**config.mk**
```make
export PLATFORM = sky130hd
export DESIGN_NAME = prot_cfg_lock
export DESIGN_NICKNAME = d
export VERILOG_FILES = /design/src/rtl/pcl_pkg.sv /design/src/rtl/pcl_rst_sync.sv /design/src/rtl/pcl_lock_seq.sv /design/src/rtl/pcl_regfile.sv /design/src/rtl/prot_cfg_lock.sv
export SDC_FILE = /design/constraint.sdc
export NUM_CORES = 1
export LEC_CHECK = 0
export BUFFER_PORTS_ARGS = -buffer_cell sky130_fd_sc_hd__buf_2
export CELL_PAD_IN_SITES_DETAIL_PLACEMENT = 1
export CELL_PAD_IN_SITES_GLOBAL_PLACEMENT = 2
export CORE_MARGIN = 2
export CORE_UTILIZATION = 38
export DETAILED_ROUTE_END_ITERATION = 16
export PLACE_DENSITY = 0.89
export SLEW_MARGIN = 20
export SYNTH_ARGS = -nofsm -noshare
export SYNTH_HDL_FRONTEND = slang
export SYNTH_SLANG_ARGS = --single-unit
```
**constraint.sdc**
```tcl
create_clock -name clk -period 5 [get_ports clk]
set_input_delay 0.25 -clock clk [delete_from_list [all_inputs] [get_ports clk]]
set_output_delay 0.25 -clock clk [all_outputs]
set_load 0.05 [all_outputs]
```
**src/rtl/pcl_pkg.sv**
```systemverilog
`timescale 1ns/1ps
package pcl_pkg;
  typedef enum logic [1:0] {
    SEQ_IDLE   = 2'd0,
    SEQ_ARMED  = 2'd1,
    SEQ_LOCKED = 2'd2
  } seq_state_e;

  localparam logic [1:0] CODE_ARM    = 2'b11;
  localparam logic [1:0] CODE_COMMIT = 2'b01;

  localparam int ADDR_LOCK   = 0;
  localparam int ADDR_CTRL   = 1;
  localparam int ADDR_PARAM0 = 2;
endpackage

```
**src/rtl/pcl_rst_sync.sv**
```systemverilog
`timescale 1ns/1ps
module pcl_rst_sync #(
  parameter int STAGES = 2
) (
  input  logic clk,
  input  logic rst_n,
  output logic rst_q_n
);
  logic [STAGES-1:0] sync_q;

  always_ff @(posedge clk or negedge rst_n) begin
    if (!rst_n) sync_q <= '0;
    else        sync_q <= {sync_q[STAGES-2:0], 1'b1};
  end

  assign rst_q_n = sync_q[STAGES-1];
endmodule

```
**src/rtl/pcl_lock_seq.sv**
```systemverilog
`timescale 1ns/1ps
module pcl_lock_seq
  import pcl_pkg::*;
#(
  parameter int WINDOW = 4
) (
  input  logic       clk,
  input  logic       rst_n,
  input  logic       wr_lock,
  input  logic [1:0] wr_bits,
  output logic [1:0] lock_bits,
  output logic       armed,
  output logic       locked
);
  localparam int CNT_W = $clog2(WINDOW + 1);

  seq_state_e       state_q, state_d;
  logic [CNT_W-1:0] cnt_q, cnt_d;
  logic [1:0]       bits_q;

  always_comb begin
    state_d = state_q;
    cnt_d   = cnt_q;
    case (state_q)
      SEQ_IDLE: begin
        if (wr_lock && wr_bits == CODE_ARM) begin
          state_d = SEQ_ARMED;
          cnt_d   = CNT_W'(WINDOW);
        end
      end
      SEQ_ARMED: begin
        if (wr_lock) begin
          if (wr_bits == CODE_ARM) begin
            cnt_d = CNT_W'(WINDOW);
          end else if (wr_bits == CODE_COMMIT) begin
            state_d = SEQ_LOCKED;
            cnt_d   = '0;
          end else begin
            state_d = SEQ_IDLE;
            cnt_d   = '0;
          end
        end else if (cnt_q == CNT_W'(1)) begin
          state_d = SEQ_IDLE;
          cnt_d   = '0;
        end else begin
          cnt_d = cnt_q - CNT_W'(1);
        end
      end
      SEQ_LOCKED: begin
        state_d = SEQ_LOCKED;
        cnt_d   = '0;
      end
      default: begin
        state_d = SEQ_IDLE;
        cnt_d   = '0;
      end
    endcase
  end

  always_ff @(posedge clk or negedge rst_n) begin
    if (!rst_n) begin
      state_q <= SEQ_IDLE;
      cnt_q   <= '0;
    end else begin
      state_q <= state_d;
      cnt_q   <= cnt_d;
    end
  end

  always_ff @(posedge clk or negedge rst_n) begin
    if (!rst_n)       bits_q <= '0;
    else if (wr_lock) bits_q <= wr_bits;
  end

  assign lock_bits = bits_q;
  assign armed     = (state_q == SEQ_ARMED);
  assign locked    = (state_q == SEQ_LOCKED);
endmodule

```
**src/rtl/pcl_regfile.sv**
```systemverilog
`timescale 1ns/1ps
module pcl_regfile
  import pcl_pkg::*;
#(
  parameter int ADDR_W    = 4,
  parameter int DATA_W    = 8,
  parameter int N_PARAM   = 8,
  parameter int CTRL_RW_W = 5,
  parameter int CTRL_ONE  = 5
) (
  input  logic                      clk,
  input  logic                      rst_n,
  input  logic                      we,
  input  logic [ADDR_W-1:0]         addr,
  input  logic [DATA_W-1:0]         wdata,
  input  logic                      wr_allow,
  input  logic [1:0]                lock_bits,
  output logic [DATA_W-1:0]         rdata,
  output logic [CTRL_RW_W-1:0]      ctrl_bits,
  output logic [N_PARAM*DATA_W-1:0] param_flat
);
  logic                 ctrl_en;
  logic [CTRL_RW_W-1:0] ctrl_q, ctrl_d;
  logic [DATA_W-1:0]    par_q [N_PARAM];

  assign ctrl_en = we && wr_allow && (addr == ADDR_W'(ADDR_CTRL));
  assign ctrl_d  = wdata[CTRL_RW_W-1:0];

  always_ff @(posedge clk or negedge rst_n) begin
    if (!rst_n)       ctrl_q <= '0;
    else if (ctrl_en) ctrl_q <= ctrl_d;
  end

  for (genvar g = 0; g < N_PARAM; g++) begin : g_par
    logic par_en;
    assign par_en = we && wr_allow && (addr == ADDR_W'(ADDR_PARAM0 + g));
    always_ff @(posedge clk or negedge rst_n) begin
      if (!rst_n)      par_q[g] <= '0;
      else if (par_en) par_q[g] <= wdata;
    end
    assign param_flat[g*DATA_W +: DATA_W] = par_q[g];
  end

  always_comb begin
    rdata = '0;
    if (addr == ADDR_W'(ADDR_LOCK)) begin
      rdata[1:0] = lock_bits;
    end else if (addr == ADDR_W'(ADDR_CTRL)) begin
      rdata[CTRL_RW_W-1:0] = ctrl_q;
      rdata[CTRL_ONE]      = 1'b1;
    end else begin
      for (int i = 0; i < N_PARAM; i++) begin
        if (addr == ADDR_W'(ADDR_PARAM0 + i)) rdata = par_q[i];
      end
    end
  end

  assign ctrl_bits = ctrl_q;
endmodule

```
**src/rtl/prot_cfg_lock.sv**
```systemverilog
`timescale 1ns/1ps
module prot_cfg_lock
  import pcl_pkg::*;
#(
  parameter int ADDR_W    = 4,
  parameter int DATA_W    = 8,
  parameter int N_PARAM   = 8,
  parameter int CTRL_RW_W = 5,
  parameter int WINDOW    = 4
) (
  input  logic                      clk,
  input  logic                      rst_n,
  input  logic [ADDR_W-1:0]         bus_addr,
  input  logic [DATA_W-1:0]         bus_wdata,
  input  logic                      bus_we,
  output logic [DATA_W-1:0]         bus_rdata,
  output logic                      cfg_locked,
  output logic [CTRL_RW_W-1:0]      det_disable,
  output logic [N_PARAM*DATA_W-1:0] param_vec
);
  logic       rst_q_n;
  logic       wr_lock;
  logic       seq_armed;
  logic [1:0] lock_bits;

  pcl_rst_sync #(.STAGES(2)) u_rst (
    .clk     (clk),
    .rst_n   (rst_n),
    .rst_q_n (rst_q_n)
  );

  assign wr_lock = bus_we && (bus_addr == ADDR_W'(ADDR_LOCK));

  pcl_lock_seq #(.WINDOW(WINDOW)) u_seq (
    .clk       (clk),
    .rst_n     (rst_q_n),
    .wr_lock   (wr_lock),
    .wr_bits   (bus_wdata[1:0]),
    .lock_bits (lock_bits),
    .armed     (seq_armed),
    .locked    (cfg_locked)
  );

  pcl_regfile #(
    .ADDR_W    (ADDR_W),
    .DATA_W    (DATA_W),
    .N_PARAM   (N_PARAM),
    .CTRL_RW_W (CTRL_RW_W),
    .CTRL_ONE  (5)
  ) u_regs (
    .clk        (clk),
    .rst_n      (rst_q_n),
    .we         (bus_we),
    .addr       (bus_addr),
    .wdata      (bus_wdata),
    .wr_allow   (!cfg_locked),
    .lock_bits  (lock_bits),
    .rdata      (bus_rdata),
    .ctrl_bits  (det_disable),
    .param_flat (param_vec)
  );
endmodule

```
==> results_dict.tcl <==
set metrics [dict create \
    clkLatencyLatePin_ps 340 \
    cp.arrival_ps 2340 \
    insertedDiodeCount 0 \
    synth_flop_cell "dfrtp_1" \
    root_buffer "clkbuf_8" \
    grt_pass1_vias 3100 \
    synth_cell_type_count 49 \
    hold_viol 0 \
    slew_violations 0 \
    fin_ws_ps 2410 \
    final_nets 419 \
    drt_iter0_drc 172 \
    yosysTopAreaCellShare 0.505 \
    yosysTopAreaCell "dfrtp_1" \
    async_flop_share 1.00 \
    rsz0062_at_grt "no" \
    cts.clk_slew.worst_paths_ps 80 \
    p_leak_nw 2.22 \
    syn_area_per_cell_um2 12.4 \
    reg2reg_depth 4 \
    synth_nets 329 \
    core_area_um2 9820 \
    busiest_layer "met2" \
    crit_type "in2out" \
    syn2layout_area_growth_pct 21.0 \
    max_freq_mhz 386 \
    use_met1 0.269 \
    grt_overflow 0 \
    yosys-top-cells-area "dfrtp_1, mux2_2, mux2i_1, nand2_1, o21ai_0" \
    seq_area_frac_synth 0.505 \
    dpl_cell_area_um2 4430 \
    synth_edf_count 0 \
    ioPinCount 93 \
    die_x_um 105 \
    finalCritPeriodShare 0.519 \
    clk_path_buf_depth 2 \
    fin_area_um2 4680 \
    status "finished clean" \
    synthCells 312 \
    yosys_warnings 0 \
    fp-row-count 36 \
    routedWlPerCell_um 20.3 \
    multi_input_area_um2 1810 \
    dp_slack_ps 2430 \
    worst_pin_slew_ps 953 \
    crit_start "bus_addr[0]" \
    use_met3 0.0318 \
    grt_usage 0.205 \
    cts_made_buffers 9 \
    final_antenna_net_count 0 \
    drc 0 \
    hold_path_class "in2async" \
    crit_path_start_kind "input pin" \
    wirelength_mm 11.0 \
    antenna_found_initial 0 \
    peakVddDrop_mv 0.283 \
    synth-seq-cells 78 \
    grt_max_degree 77 \
    syn_area_um2 3860 \
    postCtsHoldBufs 1 \
    grt_use_met2 0.350 \
    cp-end-kind "primary output" \
    path_max_fanout 35 \
    finalCoreUtilization 0.476 \
    dieArea_um2 11000 \
    setup_violations 0 \
    cts_tree "built" \
    cts_max_level 3 \
    layout_common_cells "buf_2, dfrtp_1, mux2_2, mux2i_1, nand2_1" \
    fin_tns_setup_ps 0 \
    final_common_cell "buf_2" \
    numClockSinks 78 \
    post_cts_buffers 0 \
    rrSetupSlack_ps 3100 \
    powerDensity_nw_per_um2 525 \
    io_buffers 92 \
    drive_gt1_frac 0.483 \
    regToRegStartpoint "u_seq.state_q[0]" \
    required_ps 4750 \
    finalCriticalPeriod_ps 2590 \
    initial_core_util 0.393 \
    seq_area_um2 1950 \
    viasPerCell 5.44 \
    place.detailed.hpwl_mm 7.67 \
    grt_first_pass_wirelength_mm 17.5 \
    maxCapViolCount 0 \
    firstDrtPassIters 4 \
    place_congestion 0.789 \
    fp.dieH_um 105 \
    worst_clock_skew_ps 7.17 \
    slew_headroom 0.365 \
    via_count 2932 \
    nFillCells 1117 \
    cts_resized 0 \
]
==> cells in the mapped netlist (4+ instances only) <==
cell      instances
buf_2            10
mux2i_1          21
o32a_1            5
inv_1             6
mux2_2           73
nand2b_1          6
nand2_1          17
clkbuf_1          5
nor2_1            8
dfrtp_1          78
nand3_1           8
nor2b_1           5
a21oi_1           5
o21ai_0          11
nand2_2           4
==> worst paths after layout <==
kind,end
min reg2reg,u_rst.sync_q[1]
max reg2reg,u_regs.param_flat[49]
max in group asynchronous,u_regs.param_flat[21]
min in group clk,u_seq.lock_bits[0]
min,u_rst.sync_q[1]
max,bus_rdata[1]
==> area by class of cell <==
class | instances | share of cell area
Multi-Input combinational cell | 212 | 0.388
Clock buffer | 11 | 0.0302
Timing Repair Buffer | 95 | 0.104
Inverter | 6 | 0.00482
Clock inverter | 4 | 0.0203
Tap cell | 133 | 0.0356
Sequential cell | 78 | 0.418
==> through the flow <==
stage / instances / total power, mW / hold WS, ps
2_1_floorplan: 312 / 1.65 / -45.6
3_3_place_gp: 523 / 1.88 / 34.9
3_5_place_dp: 523 / 1.91 / 36.8
4_1_cts: 539 / 2.48 / 202
5_1_grt: 539 / 2.57 / 215
6_report: 539 / 2.46 / 216
==> flip-flops by register name, summed over array words and instances (netlist names) <==
| register | count |
|---|---|
| u_regs.ctrl_bits | 5 |
| u_regs.param_flat | 64 |
| u_seq.state_q | 2 |
| u_rst.sync_q | 2 |
| u_seq.lock_bits | 2 |
| u_seq.cnt_q | 3 |
==> cells by family (layout without fill, tap and decap cells) <==
logic type | Yosys count | in the layout | synth area share
compound gates | 46 | 46 | 0.0881
buf+inv | 22 | 116 | 0.0256
flops | 78 | 78 | 0.505
fa+ha+maj | 2 | 2 | 0.00648
xor+xnor | 1 | 1 | 0.00227
simple gates | 68 | 68 | 0.104
mux | 94 | 94 | 0.267
other cells | 1 | 1 | 0.000971
==> routing by layer <==
| metal | vias up | share of wire |
|---|---|---|
| li1 | 1338 | - |
| met1 | 1508 | 0.44 |
| met2 | 74 | 0.51 |
| met3 | 12 | 0.036 |
| met4 | 0 | 0.012 |
| met5 | - | 0 |
==> where the power goes <==
part           switching (mW)  internal [mW]
clock                   0.224          0.342
sequential              0.131          0.778
combinational           0.705          0.275
==> worst max-delay path, cell delays in order <==
cell	delay [ps]
buf_2	610
buf_4	380
mux2_2	360
o22ai_1	120
o221ai_1	140
a32o_1	240
buf_2	210
Power figures use the tool's default switching activity.
